## src/rtl/cmpe_pkg.sv

```systemverilog
package cmpe_pkg;
  localparam int DATA_W   = 32;
  localparam int OFF_CTRL = 'h00;
  localparam int OFF_MODE = 'h04;
  localparam int OFF_IEN  = 'h24;
  localparam int OFF_IDIS = 'h28;
  localparam int OFF_IMSK = 'h2C;
  localparam int OFF_STAT = 'h30;
  localparam int OFF_ANA  = 'h94;
  localparam int OFF_WPM  = 'hE4;
  localparam int OFF_WPS  = 'hE8;

  typedef enum logic [1:0] {
    EDGE_RISE = 2'd0,
    EDGE_FALL = 2'd1,
    EDGE_BOTH = 2'd2,
    EDGE_NONE = 2'd3
  } edge_mode_e;

  typedef struct packed {
    logic       fault_en;
    logic       fault_src;
    logic       invert;
    edge_mode_e edge_mode;
    logic       enable;
    logic [2:0] sel_p;
    logic [2:0] sel_m;
  } mode_t;

  function automatic logic [DATA_W-1:0] pack_mode(input mode_t m);
    return {17'b0, m.fault_en, m.fault_src, m.invert, 1'b0, m.edge_mode,
            m.enable, 1'b0, m.sel_p, 1'b0, m.sel_m};
  endfunction
endpackage

```

## src/rtl/cmpe_sync.sv

```systemverilog
module cmpe_sync #(
  parameter int STAGES = 2
) (
  input  logic clk,
  input  logic rst,
  input  logic din,
  output logic dout
);
  logic [STAGES-1:0] chain_q;

  generate
    for (genvar i = 0; i < STAGES; i++) begin : g_stage
      always_ff @(posedge clk) begin
        if (rst) chain_q[i] <= 1'b0;
        else if (i == 0) chain_q[i] <= din;
        else chain_q[i] <= chain_q[(i == 0) ? 0 : i-1];
      end
    end
  endgenerate

  assign dout = chain_q[STAGES-1];
endmodule

```

## src/rtl/cmpe_edge.sv

```systemverilog
module cmpe_edge
  import cmpe_pkg::*;
(
  input  logic       clk,
  input  logic       rst,
  input  logic       soft_clr,
  input  logic       sync_lvl,
  input  logic       invert,
  input  logic       enable,
  input  edge_mode_e edge_mode,
  input  logic       stat_rd,
  output logic       level,
  output logic       flag
);
  logic prev_q;
  logic hit;

  assign level = sync_lvl ^ invert;

  always_comb begin
    hit = 1'b0;
    if (enable) begin
      case (edge_mode)
        EDGE_RISE: hit = level & ~prev_q;
        EDGE_FALL: hit = ~level & prev_q;
        EDGE_BOTH: hit = level ^ prev_q;
        default:   hit = 1'b0;
      endcase
    end
  end

  always_ff @(posedge clk) begin
    if (rst) prev_q <= 1'b0;
    else     prev_q <= level;
  end

  always_ff @(posedge clk) begin
    if (rst || soft_clr) flag <= 1'b0;
    else if (hit)        flag <= 1'b1;
    else if (stat_rd)    flag <= 1'b0;
  end

  // a detected edge always lands in the flag, even against a read
  p_flag_set_r6: assert property (@(posedge clk) disable iff (rst)
    (hit && !soft_clr) |=> flag);
  // a read with no competing edge empties the flag
  p_read_clear_r6: assert property (@(posedge clk) disable iff (rst)
    (stat_rd && !hit) |=> !flag);
  // no flag rises while detection is off
  p_gate_r5: assert property (@(posedge clk) disable iff (rst)
    !enable |=> !$rose(flag));
endmodule

```

## src/rtl/cmpe_regs.sv

```systemverilog
module cmpe_regs
  import cmpe_pkg::*;
#(
  parameter int          ADDR_W = 8,
  parameter int          KEY_W  = 24,
  parameter logic [23:0] KEY    = 24'h414343
) (
  input  logic              clk,
  input  logic              rst,
  input  logic              bus_wr,
  input  logic              bus_rd,
  input  logic [ADDR_W-1:0] bus_addr,
  input  logic [DATA_W-1:0] bus_wdata,
  input  logic              flag,
  input  logic              level,
  output mode_t             mode_q,
  output logic              cur_q,
  output logic [1:0]        hyst_q,
  output logic              imask_q,
  output logic              soft_clr,
  output logic              stat_rd,
  output logic [DATA_W-1:0] rdata
);
  localparam logic [ADDR_W-1:0] A_CTRL = ADDR_W'(OFF_CTRL);
  localparam logic [ADDR_W-1:0] A_MODE = ADDR_W'(OFF_MODE);
  localparam logic [ADDR_W-1:0] A_IEN  = ADDR_W'(OFF_IEN);
  localparam logic [ADDR_W-1:0] A_IDIS = ADDR_W'(OFF_IDIS);
  localparam logic [ADDR_W-1:0] A_IMSK = ADDR_W'(OFF_IMSK);
  localparam logic [ADDR_W-1:0] A_STAT = ADDR_W'(OFF_STAT);
  localparam logic [ADDR_W-1:0] A_ANA  = ADDR_W'(OFF_ANA);
  localparam logic [ADDR_W-1:0] A_WPM  = ADDR_W'(OFF_WPM);
  localparam logic [ADDR_W-1:0] A_WPS  = ADDR_W'(OFF_WPS);
  localparam int KEY_LO = DATA_W - KEY_W;

  logic wp_en_q, viol_q;
  logic wr_mode, wr_ana, guarded_wr, key_ok, wps_rd;
  logic [DATA_W-1:0] rd_mux;

  assign soft_clr   = bus_wr && (bus_addr == A_CTRL) && bus_wdata[0];
  assign wr_mode    = bus_wr && (bus_addr == A_MODE);
  assign wr_ana     = bus_wr && (bus_addr == A_ANA);
  assign guarded_wr = (wr_mode || wr_ana) && wp_en_q;
  assign key_ok     = (bus_wdata[DATA_W-1:KEY_LO] == KEY);
  assign stat_rd    = bus_rd && (bus_addr == A_STAT);
  assign wps_rd     = bus_rd && (bus_addr == A_WPS);

  always_ff @(posedge clk) begin
    if (rst || soft_clr) begin
      mode_q  <= '0;
      cur_q   <= 1'b0;
      hyst_q  <= 2'b00;
      imask_q <= 1'b0;
      wp_en_q <= 1'b0;
      viol_q  <= 1'b0;
    end else begin
      if (wr_mode && !wp_en_q)
        mode_q <= '{fault_en:  bus_wdata[14],
                    fault_src: bus_wdata[13],
                    invert:    bus_wdata[12],
                    edge_mode: edge_mode_e'(bus_wdata[10:9]),
                    enable:    bus_wdata[8],
                    sel_p:     bus_wdata[6:4],
                    sel_m:     bus_wdata[2:0]};
      if (wr_ana && !wp_en_q) begin
        cur_q  <= bus_wdata[0];
        hyst_q <= bus_wdata[2:1];
      end
      if (bus_wr && (bus_addr == A_IEN) && bus_wdata[0])  imask_q <= 1'b1;
      if (bus_wr && (bus_addr == A_IDIS) && bus_wdata[0]) imask_q <= 1'b0;
      if (bus_wr && (bus_addr == A_WPM) && key_ok)        wp_en_q <= bus_wdata[0];
      if (guarded_wr)  viol_q <= 1'b1;
      else if (wps_rd) viol_q <= 1'b0;
    end
  end

  always_comb begin
    case (bus_addr)
      A_MODE:  rd_mux = pack_mode(mode_q);
      A_IMSK:  rd_mux = {31'b0, imask_q};
      A_STAT:  rd_mux = {~mode_q.enable, 29'b0, level, flag};
      A_ANA:   rd_mux = {29'b0, hyst_q, cur_q};
      A_WPM:   rd_mux = {31'b0, wp_en_q};
      A_WPS:   rd_mux = {31'b0, viol_q};
      default: rd_mux = '0;
    endcase
  end

  always_ff @(posedge clk) begin
    if (rst)         rdata <= '0;
    else if (bus_rd) rdata <= rd_mux;
    else             rdata <= '0;
  end

  // a guarded mode write leaves the mode untouched
  p_wp_hold_r12: assert property (@(posedge clk) disable iff (rst)
    (wr_mode && wp_en_q) |=> $stable(mode_q));
  // every blocked attempt is recorded
  p_viol_set_r12: assert property (@(posedge clk) disable iff (rst)
    guarded_wr |=> viol_q);
  // a wrong key never moves the protection bit
  p_key_r11: assert property (@(posedge clk) disable iff (rst)
    (bus_wr && (bus_addr == A_WPM) && !key_ok) |=> $stable(wp_en_q));
endmodule

```

## src/rtl/cmp_edge_ctrl.sv

```systemverilog
module cmp_edge_ctrl
  import cmpe_pkg::*;
#(
  parameter int          ADDR_W      = 8,
  parameter int          SYNC_STAGES = 2,
  parameter logic [23:0] WP_KEY      = 24'h414343
) (
  input  logic              clk,
  input  logic              rst,
  input  logic              bus_wr,
  input  logic              bus_rd,
  input  logic [ADDR_W-1:0] bus_addr,
  input  logic [31:0]       bus_wdata,
  output logic [31:0]       bus_rdata,
  input  logic              cmp_raw,
  output logic              irq,
  output logic              fault,
  output logic [2:0]        sel_minus,
  output logic [2:0]        sel_plus,
  output logic              cmp_enable,
  output logic              cur_sel,
  output logic [1:0]        hyst_sel
);
  mode_t mode;
  logic  sync_lvl, level, flag, imask, soft_clr, stat_rd, cur_q;
  logic [1:0] hyst_q;

  cmpe_sync #(.STAGES(SYNC_STAGES)) u_sync (
    .clk(clk), .rst(rst), .din(cmp_raw), .dout(sync_lvl)
  );

  cmpe_regs #(.ADDR_W(ADDR_W), .KEY_W(24), .KEY(WP_KEY)) u_regs (
    .clk(clk), .rst(rst), .bus_wr(bus_wr), .bus_rd(bus_rd),
    .bus_addr(bus_addr), .bus_wdata(bus_wdata), .flag(flag), .level(level),
    .mode_q(mode), .cur_q(cur_q), .hyst_q(hyst_q), .imask_q(imask),
    .soft_clr(soft_clr), .stat_rd(stat_rd), .rdata(bus_rdata)
  );

  cmpe_edge u_edge (
    .clk(clk), .rst(rst), .soft_clr(soft_clr), .sync_lvl(sync_lvl),
    .invert(mode.invert), .enable(mode.enable), .edge_mode(mode.edge_mode),
    .stat_rd(stat_rd), .level(level), .flag(flag)
  );

  always_ff @(posedge clk) begin
    if (rst || soft_clr) begin
      irq   <= 1'b0;
      fault <= 1'b0;
    end else begin
      irq   <= flag & imask;
      fault <= mode.fault_en & (mode.fault_src ? level : flag);
    end
  end

  assign sel_minus  = mode.sel_m;
  assign sel_plus   = mode.sel_p;
  assign cmp_enable = mode.enable;
  assign cur_sel    = cur_q;
  assign hyst_sel   = hyst_q;

  // with fault enable off the output is low on the following cycle
  p_fault_off_r8: assert property (@(posedge clk) disable iff (rst)
    !mode.fault_en |=> !fault);
  // interrupt never asserts without the mask having been set
  p_irq_mask_r9: assert property (@(posedge clk) disable iff (rst)
    !imask |=> !irq);
endmodule

```

## config.mk

```make
export PLATFORM = sky130hd
export DESIGN_NAME = cmp_edge_ctrl
export DESIGN_NICKNAME = d
export VERILOG_FILES = /design/src/rtl/cmpe_pkg.sv /design/src/rtl/cmpe_sync.sv /design/src/rtl/cmpe_edge.sv /design/src/rtl/cmpe_regs.sv /design/src/rtl/cmp_edge_ctrl.sv
export SDC_FILE = /design/constraint.sdc
export NUM_CORES = 1
export LEC_CHECK = 0
export BUFFER_PORTS_ARGS = -buffer_cell sky130_fd_sc_hd__buf_4
export CAP_MARGIN = 10
export CORE_UTILIZATION = 30
export CTS_CLUSTER_SIZE = 14
export DETAILED_ROUTE_END_ITERATION = 12
export GPL_TIMING_DRIVEN = 0
export PLACE_DENSITY_LB_ADDON = 0.1
export RECOVER_POWER = 100
export REMOVE_ABC_BUFFERS = 1
export SETUP_SLACK_MARGIN = 0.3
export SKIP_LAST_GASP = 1
export SYNTH_ARGS = -nofsm -noshare
export SYNTH_HDL_FRONTEND = slang
export SYNTH_SLANG_ARGS = --single-unit
export TNS_END_PERCENT = 5
```

## constraint.sdc

```tcl
create_clock -name clk -period 3.3 [get_ports clk]
set_input_delay 0.66 -clock clk [delete_from_list [all_inputs] [get_ports clk]]
set_output_delay 0.66 -clock clk [all_outputs]
set_load 0.005 [all_outputs]
```

# After elaboration in Yosys (flattened, before gate mapping)
# Index checks and enable logic that the tools add are counted.
[op_classes]
reduce_logical = 24
n_shift = 0
n_eq_ne = 11
div = 0
n_bitwise = 10
n_mux = 8
mul = 0
add_sub_neg = 0
n_lt_le_gt_ge = 0
[op_table]
columns = ["operator", "n"]
rows = [
  ["32-bit case mux with 6 select lines", 1],
  ["8-bit by 6-bit == test with 1-bit output, second input constant", 4],
  ["24-bit by 23-bit == test with 1-bit output, second input constant", 1],
  ["8-bit == test, second input constant", 3],
  ["1-bit logical AND", 15],
  ["8-bit by 3-bit == test with 1-bit output, second input constant", 1],
  ["8-bit zero test", 1],
  ["1-bit two-way mux", 6],
  ["1-bit AND", 4],
  ["1-bit NOT", 4],
  ["2-bit nonzero test", 2],
  ["2-bit OR reduction", 2],
  ["1-bit case mux with 3 select lines", 1],
  ["2-bit by 1-bit == test with 1-bit output, second input constant", 1],
  ["2-bit == test, second input constant", 1],
  ["2-bit zero test", 1],
  ["1-bit logical OR", 2],
  ["1-bit bitwise XOR", 2],
  ["1-bit zero test", 1],
]
[totals]
wordCells = 72
rom_bits = 0
output_inout_bits = 44
latch_bits = 0
mem_bits_rw = 0
register_bits = 56
inputBits = 45
n_memories = 0

# Longest topological paths before layout
# Gate-level depths: netlist of the first run.
[logic_depth]
depth_word = 6
depth_mapped = 6

# By module
# Synthesis of the first run repeated with hierarchy kept, for this count alone.
[hier_totals]
hier_cells = 178
area_unflattened_um2 = 1769.2
[modules_own_cells]
columns = ["mod", "cells_per_inst", "area_per_inst_um2", "n_inst"]
rows = [
  ["cmpe_regs", 153, 1495.2, 1],
  ["cmpe_edge", 15, 147.6, 1],
  ["cmp_edge_ctrl", 6, 73.8, 1],
  ["cmpe_sync", 4, 52.6, 1],
]

# Worst setup path after synthesis of the first run
# Ideal clock, no wire load.
[synth_path]
kind = "input to register"
start = "input bus_addr[4]"
end = "register u_regs.mode_q[0] in the netlist's numbering"
required_time_ns = 3.185
setup_slack_ns = 1.153
path_stages = 6
setup_time_ns = 0.115
arrival_time_ns = 2.032
path_cell_list = "buf_6 or4_4 nor4_4 buf_6 mux2i_1 nor2_2"
[synth_between]
elab_chain_len = 4
word_cells_on_any_way = 7
cone_classes = "1 x eq/ne; 6 x reduce/logical"
[synth_lines]
columns = ["element", "line_no", "rtl"]
rows = [
  ["from (decl)", "cmp_edge_ctrl.sv:12", "input logic [ADDR_W-1:0] bus_addr,"],
  ["8-bit zero test", "cmpe_regs.sv:39", "assign soft_clr = bus_wr && (bus_addr == A_CTRL) && bus_wdata[0];"],
  ["1-bit logical AND (2 in a row)", "cmpe_regs.sv:39", ""],
  ["1-bit logical OR", "cmpe_regs.sv:48", "if (rst || soft_clr) begin"],
  ["to (signal assigned)", "cmpe_regs.sv:57", "mode_q <= '{fault_en: bus_wdata[14],"],
  ["to (decl)", "cmpe_regs.sv:16", "output mode_t mode_q,"],
]
# Parallel ways exist; a longest one is shown, timed or not.
# A chain may end at the register's enable or synchronous reset.

# Final worst setup path of the first run
[layout_path]
start = "input bus_addr[1]"
end = "register u_regs.imask_q"
[layout_between]
elab_chain_len = 5
word_cells_on_any_way = 11
cone_classes = "2 x eq/ne; 9 x reduce/logical"
[layout_lines]
columns = ["element", "line_no", "rtl"]
rows = [
  ["8-bit zero test", "cmpe_regs.sv:39", ""],
  ["1-bit logical AND (2 in a row)", "cmpe_regs.sv:39", ""],
  ["1-bit logical OR", "cmpe_regs.sv:48", ""],
  ["2-bit OR reduction (no source line)", "--", ""],
  ["to (signal assigned)", "cmpe_regs.sv:52", "imask_q <= 1'b0;"],
  ["to (signal assigned)", "cmpe_regs.sv:68", "if (bus_wr && (bus_addr == A_IEN) && bus_wdata[0]) imask_q <= 1'b1;"],
  ["to (signal assigned)", "cmpe_regs.sv:69", "if (bus_wr && (bus_addr == A_IDIS) && bus_wdata[0]) imask_q <= 1'b0;"],
  ["to (decl)", "cmpe_regs.sv:19", "output logic imask_q,"],
]
# Parallel ways exist; a longest one is shown, timed or not.

==> results_dict.tcl, run 1 <==
set metrics [dict create \
    ys_top_cells_by_count "dfxtp_1, buf_4, mux2i_1, nor2_1, and2_1" \
    place_congestion 0.837 \
    post-dp-hpwl_mm 3.35 \
    synth-xor-area-share_pct 0.466 \
    synth.distinct_cells 45 \
    ir_drop_uv 202 \
    criticalPathCategory "in -> reg" \
    synth-simple-area-share_pct 29.4 \
    clock_path_buffers 2 \
    p_per_area_nw_per_um2 394 \
    drc 0 \
    antenna_cells 0 \
    wl_per_cell_um 13.0 \
    grt_start_max_net_pins 13 \
    hold_buffers 0 \
    cts_resized 0 \
    synthTopCellsByArea "dfxtp_1, buf_4, mux2i_1" \
    maxSlewViolCount 0 \
    synthArstFlopShare_pct 0 \
    seq_area_frac_synth_pct 39.4 \
    cts_tree "built" \
    period_share_pct 83.4 \
    maxSlewHeadroom_pct 23.9 \
    status "completed" \
    fill_cells 627 \
    synth.avg_cell_area_um2 9.40 \
    areaGrowthSynthToFinish_pct 27.8 \
    required_ps 3450 \
    synthCells 200 \
    worstPathMaxFanout 12 \
    io_pins 89 \
    clock_sinks 37 \
    drtAntennaViolNets 0 \
    reg2reg_slack_ps 1450 \
    vias_per_cell 4.65 \
    num_vias 1562 \
    met3_length_um 324 \
    fp.dieW_um 81.1 \
    multiInputGateArea_um2 958 \
    cap_violations 0 \
    crit_path_end "u_regs.imask_q" \
    holdCritPathClass "reg -> reg" \
    reg2reg_from "u_regs.wp_en_q" \
    port_buffers 67 \
    fin_cells 336 \
    dr.max_layer_used "met4" \
    dieArea_um2 6580 \
    grt_usage_pct 14.2 \
    power_mw 0.947 \
    crit_start "bus_addr[1]" \
    yosys_warnings 0 \
    end_kind "flip-flop" \
    cp.arrival_ps 2900 \
    worst_skew_pair.late_latency_ps 290 \
    synth_top_cell_by_area "dfxtp_1" \
    grt_pass1_wl_mm 7.04 \
    synth_top_area_share_pct 39.4 \
    yosys.area_share.adder_pct 0 \
    power.leakage_nw 0.935 \
    synth_most_common_cell "dfxtp_1" \
    antenna_found_initial 0 \
    ys_ff_latch 37 \
    dp.cells 328 \
    syn_area_um2 1880 \
    stdcell_area_um2 2400 \
    die_h_um 81.1 \
    fp-row-count 28 \
    fmax_mhz 363 \
    wl_met1_mm 2.01 \
    drt-total-wl_mm 4.37 \
    worst_slew_pin_slew_ps 1130 \
    start_util_pct 31.4 \
    fin_nets 305 \
    detail_route.iter0.violations 65 \
    cts_buffers 5 \
    first_global_vias 1480 \
    period_minus_slack_ps 2750 \
    core-area_um2 5990 \
    finalSetupViolCount 0 \
    layout-drive-gt1-share_pct 31.8 \
    post_cts_buffers 0 \
    synthMuxAreaShare_pct 9.05 \
    ys.flop_type "dfxtp_1" \
    cts.htree.levels 2 \
    fin_ws_ps 547 \
    overflow 0 \
    hold_viol_final 0 \
    seq_area_um2 741 \
    finalClockSkew_ps 5.66 \
    rsz0062_at_grt "no" \
    dp_slack_ps 458 \
    first_pass_iters 4 \
    path_clk_slew_ps 70 \
    r2r_cells 3 \
    wl_met2_mm 1.98 \
    synth_compound_area_share_pct 8.12 \
    synth-edff-count 0 \
    start_kind "primary input" \
    root_buffer "clkbuf_8" \
    synth_top_family_by_area "simple AND/OR/NAND/NOR gates" \
    place_area_um2 2320 \
    timing.rr.end "u_regs.mode_q[8]" \
]
per-stage QoR:
stage | hold WS [ps] | utilization [%] | setup TNS (ps)
2_1_floorplan | 414 | - | 0
3_3_place_gp | 418 | 38.5 | -4340
3_5_place_dp | 422 | 38.8 | 0
4_1_cts | 440 | 40.7 | 0
5_1_grt | 462 | 40.1 | 0
6_report | 443 | 40.1 | 0
routing by layer:
metal	GRT usage [%]	vias to the layer above
li1	-	776
met1	17.8	710
met2	23.6	66
met3	4.04	10
met4	4.11	0
met5	0	-
placed cells by master, fill, tap and decap left out, drive strengths merged, types with 4 or more instances in the layout:
cell / instances
and2: 11
buf: 39
clkbuf: 36
conb: 19
dfxtp: 37
mux2i: 17
nand2: 6
nand3: 5
nor2: 27
nor2b: 4
nor3: 4
nor4b: 4
o211ai: 4
cell families after synthesis:
kind of cell / count (synthesis)
compound gates: 21
xor+xnor: 1
buf+inv: 36
flops: 37
mux: 17
other cells: 1
simple gates: 87
flip-flops by register name, indices dropped and copies added (netlist names):
signal,cells
u_regs.viol_q,1
u_edge.prev_q,1
u_regs.cur_q,1
u_edge.flag,1
u_regs.mode_q,12
u_sync.dout,1
fault,1
u_regs.imask_q,1
u_regs.rdata,13
u_regs.wp_en_q,1
u_regs.hyst_q,2
u_sync.chain_q,1
irq,1
worst min path at each step:
stage | slack (ps) | cells past startpoint | endpoint | start
after global routing | 460 | 1 | u_sync.dout | u_sync.chain_q[0]
after global placement | 420 | 1 | u_sync.dout | u_sync.chain_q[0]
after CTS | 440 | 1 | u_sync.dout | u_sync.chain_q[0]
after floorplan | 410 | 1 | u_sync.dout | u_sync.chain_q[0]
final | 440 | 1 | u_sync.dout | u_sync.chain_q[0]
after detailed placement | 420 | 1 | u_sync.dout | u_sync.chain_q[0]
where the power goes:
part	leakage [nW]	switching, mW	internal, mW	total [mW]
logic	0.578	0.0439	0.0444	0.0883
clock network	0.0585	0.164	0.246	0.410
registers	0.298	0.000772	0.448	0.449
final cells by class:
type                       count  area share, %
clock buffer                   7           3.60
clock inverter                 1           1.25
inverter                       3          0.469
multi-input combinational    145           39.9
sequential                    37           30.8
tap                           75           3.91
timing repair buffer          68           20.0
critical path, cell delays in order:
cell	delay, ps
clkbuf_1	90
or3b_1	490
or3b_1	460
o21ai_2	460
clkbuf_1	610
nor3_1	130
Note: power is estimated with default switching activity, not from simulation.
==> run 2, diff against run 1 <==
==> constraint.sdc (replaced) <==
create_clock -name clk -period 2.6 [get_ports clk]
set_input_delay 0.52 -clock clk [delete_from_list [all_inputs] [get_ports clk]]
set_output_delay 0.52 -clock clk [all_outputs]
set_load 0.005 [all_outputs]
==> run 2 against run 1 <==
  * Power increased by 27%
  * Routed wire length is 1.6% higher
  * Largest cell class unchanged
  * Clock skew shrank 1.8 ps
==> results_dict.tcl, run 2 (synthesis gave the netlist of run 1 again) <==
set metrics [dict create \
    status "completed" \
    fin_util_pct 40.6 \
    io_pins 89 \
    clock_sinks 37 \
    period_share_pct 82.8 \
    place_congestion 0.837 \
    power.share.sequential_pct 47.5 \
    power.leakage_nw 0.960 \
    layout-drive-gt1-share_pct 31.2 \
    num_vias 1585 \
    largest_register_ffs 13 \
    drc 0 \
    hold_buffers 0 \
    maxSlewViolCount 0 \
    cts_tree "built" \
    die_h_um 81.1 \
    port_buffers 67 \
    cp_common_cell "or3b_1" \
    holdCritPathClass "in -> reg" \
    maxSlewHeadroom_pct 25.2 \
    end_kind "flip-flop" \
    cp.arrival_ps 2340 \
    slowest_stage "o21ai_2" \
    switching_share_pct 21.6 \
    drtAntennaViolNets 0 \
    cap_violations 0 \
    switching_power_mw 0.259 \
    hold_viol_final 0 \
    fin_ws_ps 447 \
    overflow 0 \
    worst-path-buf-inv 2 \
    cts_buffers 5 \
    fmax_mhz 465 \
    fp-row-count 28 \
    fin_nets 307 \
    top_register "u_regs.rdata" \
    fp.dieW_um 81.1 \
    root_buffer "clkbuf_8" \
    dieArea_um2 6580 \
    worstPathMaxFanout 12 \
    wl_per_cell_um 13.1 \
    cts.htree.levels 2 \
    dp_slack_ps -102 \
    period_minus_slack_ps 2150 \
    p_per_area_nw_per_um2 493 \
    grt_usage_pct 14.5 \
    power_frac_comb_pct 9.5 \
    finalSetupViolCount 0 \
    worst_skew_pair.late_latency_ps 290 \
    reg.largest.list "u_regs.rdata (13), u_regs.mode_q (12), u_regs.hyst_q (2)" \
    finalClockSkew_ps 3.89 \
    critPathTopFamily "simple AND/OR/NAND/NOR gates" \
    pwr-share-clk_pct 43.0 \
    final_common_cell "buf_4" \
    post-dp-hpwl_mm 3.35 \
    drt-total-wl_mm 4.44 \
    vias_per_cell 4.69 \
    p_int_mw 0.940 \
    start_util_pct 31.4 \
    final.setup.tns_ps 0 \
    power_mw 1.20 \
    first_global_vias 1495 \
    clock_path_buffers 2 \
    areaGrowthSynthToFinish_pct 29.4 \
    ir_drop_uv 256 \
    required_ps 2790 \
    path_cells "clkbuf_1, or3b_1, or3b_1, o21ai_2, buf_8, nor3_1" \
    core-area_um2 5990 \
    detail_route.iter0.violations 58 \
    antenna_found_initial 0 \
    first_pass_iters 4 \
    final_cell_mix "buf_4, dfxtp_1, nor2_1, clkbuf_4, conb_1" \
    path_clk_slew_ps 70 \
    worst_slew_pin_slew_ps 1110 \
    rsz0062_at_grt "no" \
    grt_pass1_wl_mm 7.13 \
    antenna_cells 0 \
    criticalPathCategory "in -> reg" \
    grt_start_max_net_pins 13 \
    start_kind "primary input" \
    slowest_delay_ps 500 \
]
[run 2: cell count changes in the layout (fill, tap and decap cells not counted), sizes merged]
cell / delta
buf: +3
clkbuf: -1
[run 2: power by group through the flow]
stage | Clock [mW] | Sequential, mW | Combinational (mW)
2_1_floorplan | 0 | 0.582 | 0.0409
3_3_place_gp | 0 | 0.583 | 0.114
3_5_place_dp | 0 | 0.583 | 0.116
4_1_cts | 0.536 | 0.569 | 0.117
5_1_grt | 0.559 | 0.569 | 0.126
6_report | 0.516 | 0.569 | 0.114
[run 2: layout make-up]
type	instances	area (µm²)
Multi-Input combinational cell	145	946
Fill cell	624	3560
Tap cell	75	93.8
Inverter	3	11.3
Timing Repair Buffer	70	523
Clock inverter	1	30.0
Clock buffer	7	86.3
Sequential cell	37	741
[run 2: what timing repair did]
item | CTS | global route
buffers inserted | 2 | 0
endpoints found under the setup margin | 12 | 1
resized for setup | 0 | 1
endpoints found under the hold margin | 0 | 0
pin swaps | 1 | 0
[run 2: final timing paths]
path | endpoint | slack [ps] | from | depth (start not counted)
worst max register to register | u_regs.cur_q | 1230 | u_regs.wp_en_q | 3
worst max-delay path | u_regs.imask_q | 450 | bus_addr[1] | 6
worst min-delay path | u_sync.chain_q[0] | 410 | rst | 2
worst min register to register | u_sync.dout | 440 | u_sync.chain_q[0] | 1
[run 2: metal layers]
layer	up-vias	GRT usage (%)	routed length (µm)	share of wire [%]
met2	70	23.2	2000	45
met4	0	5.18	61	1.4
met5	-	0	0	0
li1	781	-	-	-
met3	10	4.38	347	7.8
met1	724	18.2	2030	46
[run 2: per-stage QoR]
stage          hold slack [ps]  cell area [µm²]  instances
3_5_place_dp               422             2320        328
2_1_floorplan              414             1710        185
4_1_cts                    405             2470        338
6_report                   414             2430        338
5_1_grt                    412             2430        338
3_3_place_gp               418             2300        327
==> run 3, diff against run 2 <==
--- a/config.mk
+++ b/config.mk
@@ -5,6 +5,7 @@
 export SDC_FILE = /design/constraint.sdc
 export NUM_CORES = 1
 export LEC_CHECK = 0
+export ABC_AREA = 1
 export BUFFER_PORTS_ARGS = -buffer_cell sky130_fd_sc_hd__buf_4
 export CAP_MARGIN = 10
 export CORE_UTILIZATION = 30
==> constraint.sdc (replaced) <==
create_clock -name clk -period 2 [get_ports clk]
set_input_delay 0.4 -clock clk [delete_from_list [all_inputs] [get_ports clk]]
set_output_delay 0.4 -clock clk [all_outputs]
set_load 0.005 [all_outputs]
==> run 3 against run 2 <==
  * Cell area is 2.6% higher
  * Core utilization is 1.5 points lower
  * First-iteration DRC count increased by 26%
  * Area after synthesis is 6.1% higher
  * Combinational power grew 28%
  * Non-clock buffer count shrank 3
  * Worst hold slack worse by 100 ps
  * Clock power up 29%
  * Routed wire length up 0.81%
  * Via count grew 13%
  * Synthesized cell count increased by 46%
  * Largest cell class unchanged
  * Largest power group unchanged
==> results_dict.tcl, run 3 <==
set metrics [dict create \
    final_common_cell "nand2_1" \
    holdCritPathClass "in -> reg" \
    synthTopCellsByArea "dfxtp_1, nand2_1, buf_4" \
    synth_most_common_cell "nand2_1" \
    top_register "u_regs.rdata" \
    cp.arrival_ps 1830 \
    drtAntennaViolNets 0 \
    end_kind "flip-flop" \
    rsz0062_at_grt "no" \
    worstPathMaxFanout 10 \
    cts_resized 0 \
    fp-row-count 29 \
    vias_per_cell 4.16 \
    fin_nets 398 \
    yosys_warnings 0 \
    cts.htree.levels 2 \
    cap_violations 0 \
    antenna_cells 0 \
    clock_path_buffers 2 \
    worst_skew_pair.late_latency_ps 290 \
    finalClockSkew_ps 4.09 \
    drt-total-wl_mm 4.47 \
    hold_buffers 0 \
    final.setup.tns_ps 0 \
    first_pass_iters 4 \
    grt_start_max_net_pins 23 \
    detail_route.iter0.violations 73 \
    power.share.sequential_pct 47.8 \
    switching_power_mw 0.335 \
    io_pins 89 \
    whs_path_depth 2 \
    path_clk_slew_ps 70 \
    post-dp-hpwl_mm 3.49 \
    reg.largest.list "u_regs.rdata (13), u_regs.mode_q (12), u_regs.hyst_q (2)" \
    switching_share_pct 21.6 \
    largest_register_ffs 13 \
    antenna_found_initial 0 \
    fp.dieW_um 83.5 \
    port_buffers 67 \
    r2r_cells 4 \
    layout-drive-gt1-share_pct 23.7 \
    power.leakage_nw 1.24 \
    synth.distinct_cells 25 \
    grt_pass1_wl_mm 7.22 \
    slowest_delay_ps 380 \
    areaGrowthSynthToFinish_pct 25.1 \
    slowest_stage "o21ai_0" \
    final_cell_mix "nand2_1, nor2_1, inv_1, buf_4, dfxtp_1" \
    power_frac_comb_pct 9.4 \
    start_kind "primary input" \
    ys.flop_type "dfxtp_1" \
    fmax_mhz 626 \
    cp_common_cell "nor2_1" \
    ys_top_cells_by_count "nand2_1, nor2_1, inv_1" \
    die_h_um 83.5 \
    synth.avg_cell_area_um2 6.85 \
    cts_buffers 5 \
    pwr-share-clk_pct 42.8 \
    drc 0 \
    root_buffer "clkbuf_8" \
    required_ps 2230 \
    synthCells 291 \
    maxSlewViolCount 0 \
    seq_area_frac_synth_pct 37.1 \
    period_minus_slack_ps 1600 \
    dieArea_um2 6980 \
    wl_per_cell_um 10.4 \
    p_per_area_nw_per_um2 622 \
    syn_area_um2 1990 \
    cts_tree "built" \
    first_global_vias 1544 \
    finalSetupViolCount 0 \
    start_util_pct 31.2 \
    place_congestion 0.764 \
    post_cts_buffers 0 \
    ys_ff_latch 37 \
    holdWs_ps 310 \
    num_vias 1794 \
    synth_top_area_share_pct 37.1 \
    grt_usage_pct 13.2 \
    synth-edff-count 0 \
    core-area_um2 6390 \
    criticalPathCategory "in -> reg" \
    p_int_mw 1.22 \
    clock_sinks 37 \
    ir_drop_uv 385 \
    overflow 0 \
    path_cells "clkbuf_1, nor2_4, nand2_1, nor2_8, inv_1, o21ai_0, nor2_1, nor2_1" \
    synth_top_cell_by_area "dfxtp_1" \
    status "completed" \
    hold_viol_final 0 \
    synthArstFlopShare_pct 0 \
    period_share_pct 79.8 \
]
[run 3: changes by cell type after synthesis, sizes merged, moves of 6 or more]
cell	delta
nand2	+62
inv	+40
nor2	+36
nand3	+10
and2	-11
nor3	+7
a21oi	+6
mux2i	-17
[run 3: cell type report]
type | instances | area [µm²]
Fill cell | 712 | 3890
Multi-Input combinational cell | 199 | 893
Sequential cell | 37 | 741
Timing Repair Buffer | 67 | 484
Inverter | 43 | 164
Tap cell | 77 | 96.3
Clock buffer | 7 | 86.3
Clock inverter | 1 | 30.0
[run 3: final timing paths]
kind                          start           endpoint  slack (ps)
setup / recovery        bus_addr[7]    u_regs.rdata[1]         400
hold / removal                  rst  u_sync.chain_q[0]         310
setup reg to reg     u_regs.wp_en_q  u_regs.mode_q[11]         680
hold reg to reg   u_sync.chain_q[0]        u_sync.dout         410
[run 3: through the flow]
step	std cells	total power, mW	area (µm²)	setup slack (ps)	utilization (%)
after floorplan	279	0.819	1840	723	-
after global placement	423	0.912	2430	306	38.1
after detailed placement	423	0.913	2430	313	38.1
after CTS	431	1.58	2550	613	39.9
after global routing	431	1.61	2490	269	39.1
final	431	1.55	2490	403	39.1
[run 3: worst max-delay path, delay by kind of cell]
| family | cells | cell delay (ps) |
|---|---|---|
| AND/OR/NAND/NOR | 5 | 700 |
| AO/OA/AOI/OAI | 1 | 380 |
| buffers and inverters | 2 | 350 |
[run 3: logic make-up (layout without fill, tap and decap cells)]
group	Yosys count	in the layout	share of synthesized area [%]
simple gates	163	163	38.0
buf+inv	73	118	19.6
flops	37	37	37.1
xor+xnor	1	1	0.439
compound gates	16	16	4.71
other cells	1	19	0.188
[run 3: routing by layer]
layer | track usage (%) | vias to the layer above | routed length, µm
met5 | 0 | - | 0
met4 | 4.62 | 0 | 66
met3 | 3.86 | 6 | 363
met2 | 19.9 | 62 | 1960
met1 | 18.0 | 765 | 2080
li1 | - | 961 | -
[run 3: power by group through the flow]
stage | clock network (mW) | logic (mW) | registers (mW)
after floorplan | 0 | 0.0617 | 0.758
after global placement | 0 | 0.154 | 0.758
after detailed placement | 0 | 0.155 | 0.758
after CTS | 0.688 | 0.155 | 0.741
after global routing | 0.709 | 0.164 | 0.741
final | 0.665 | 0.146 | 0.741
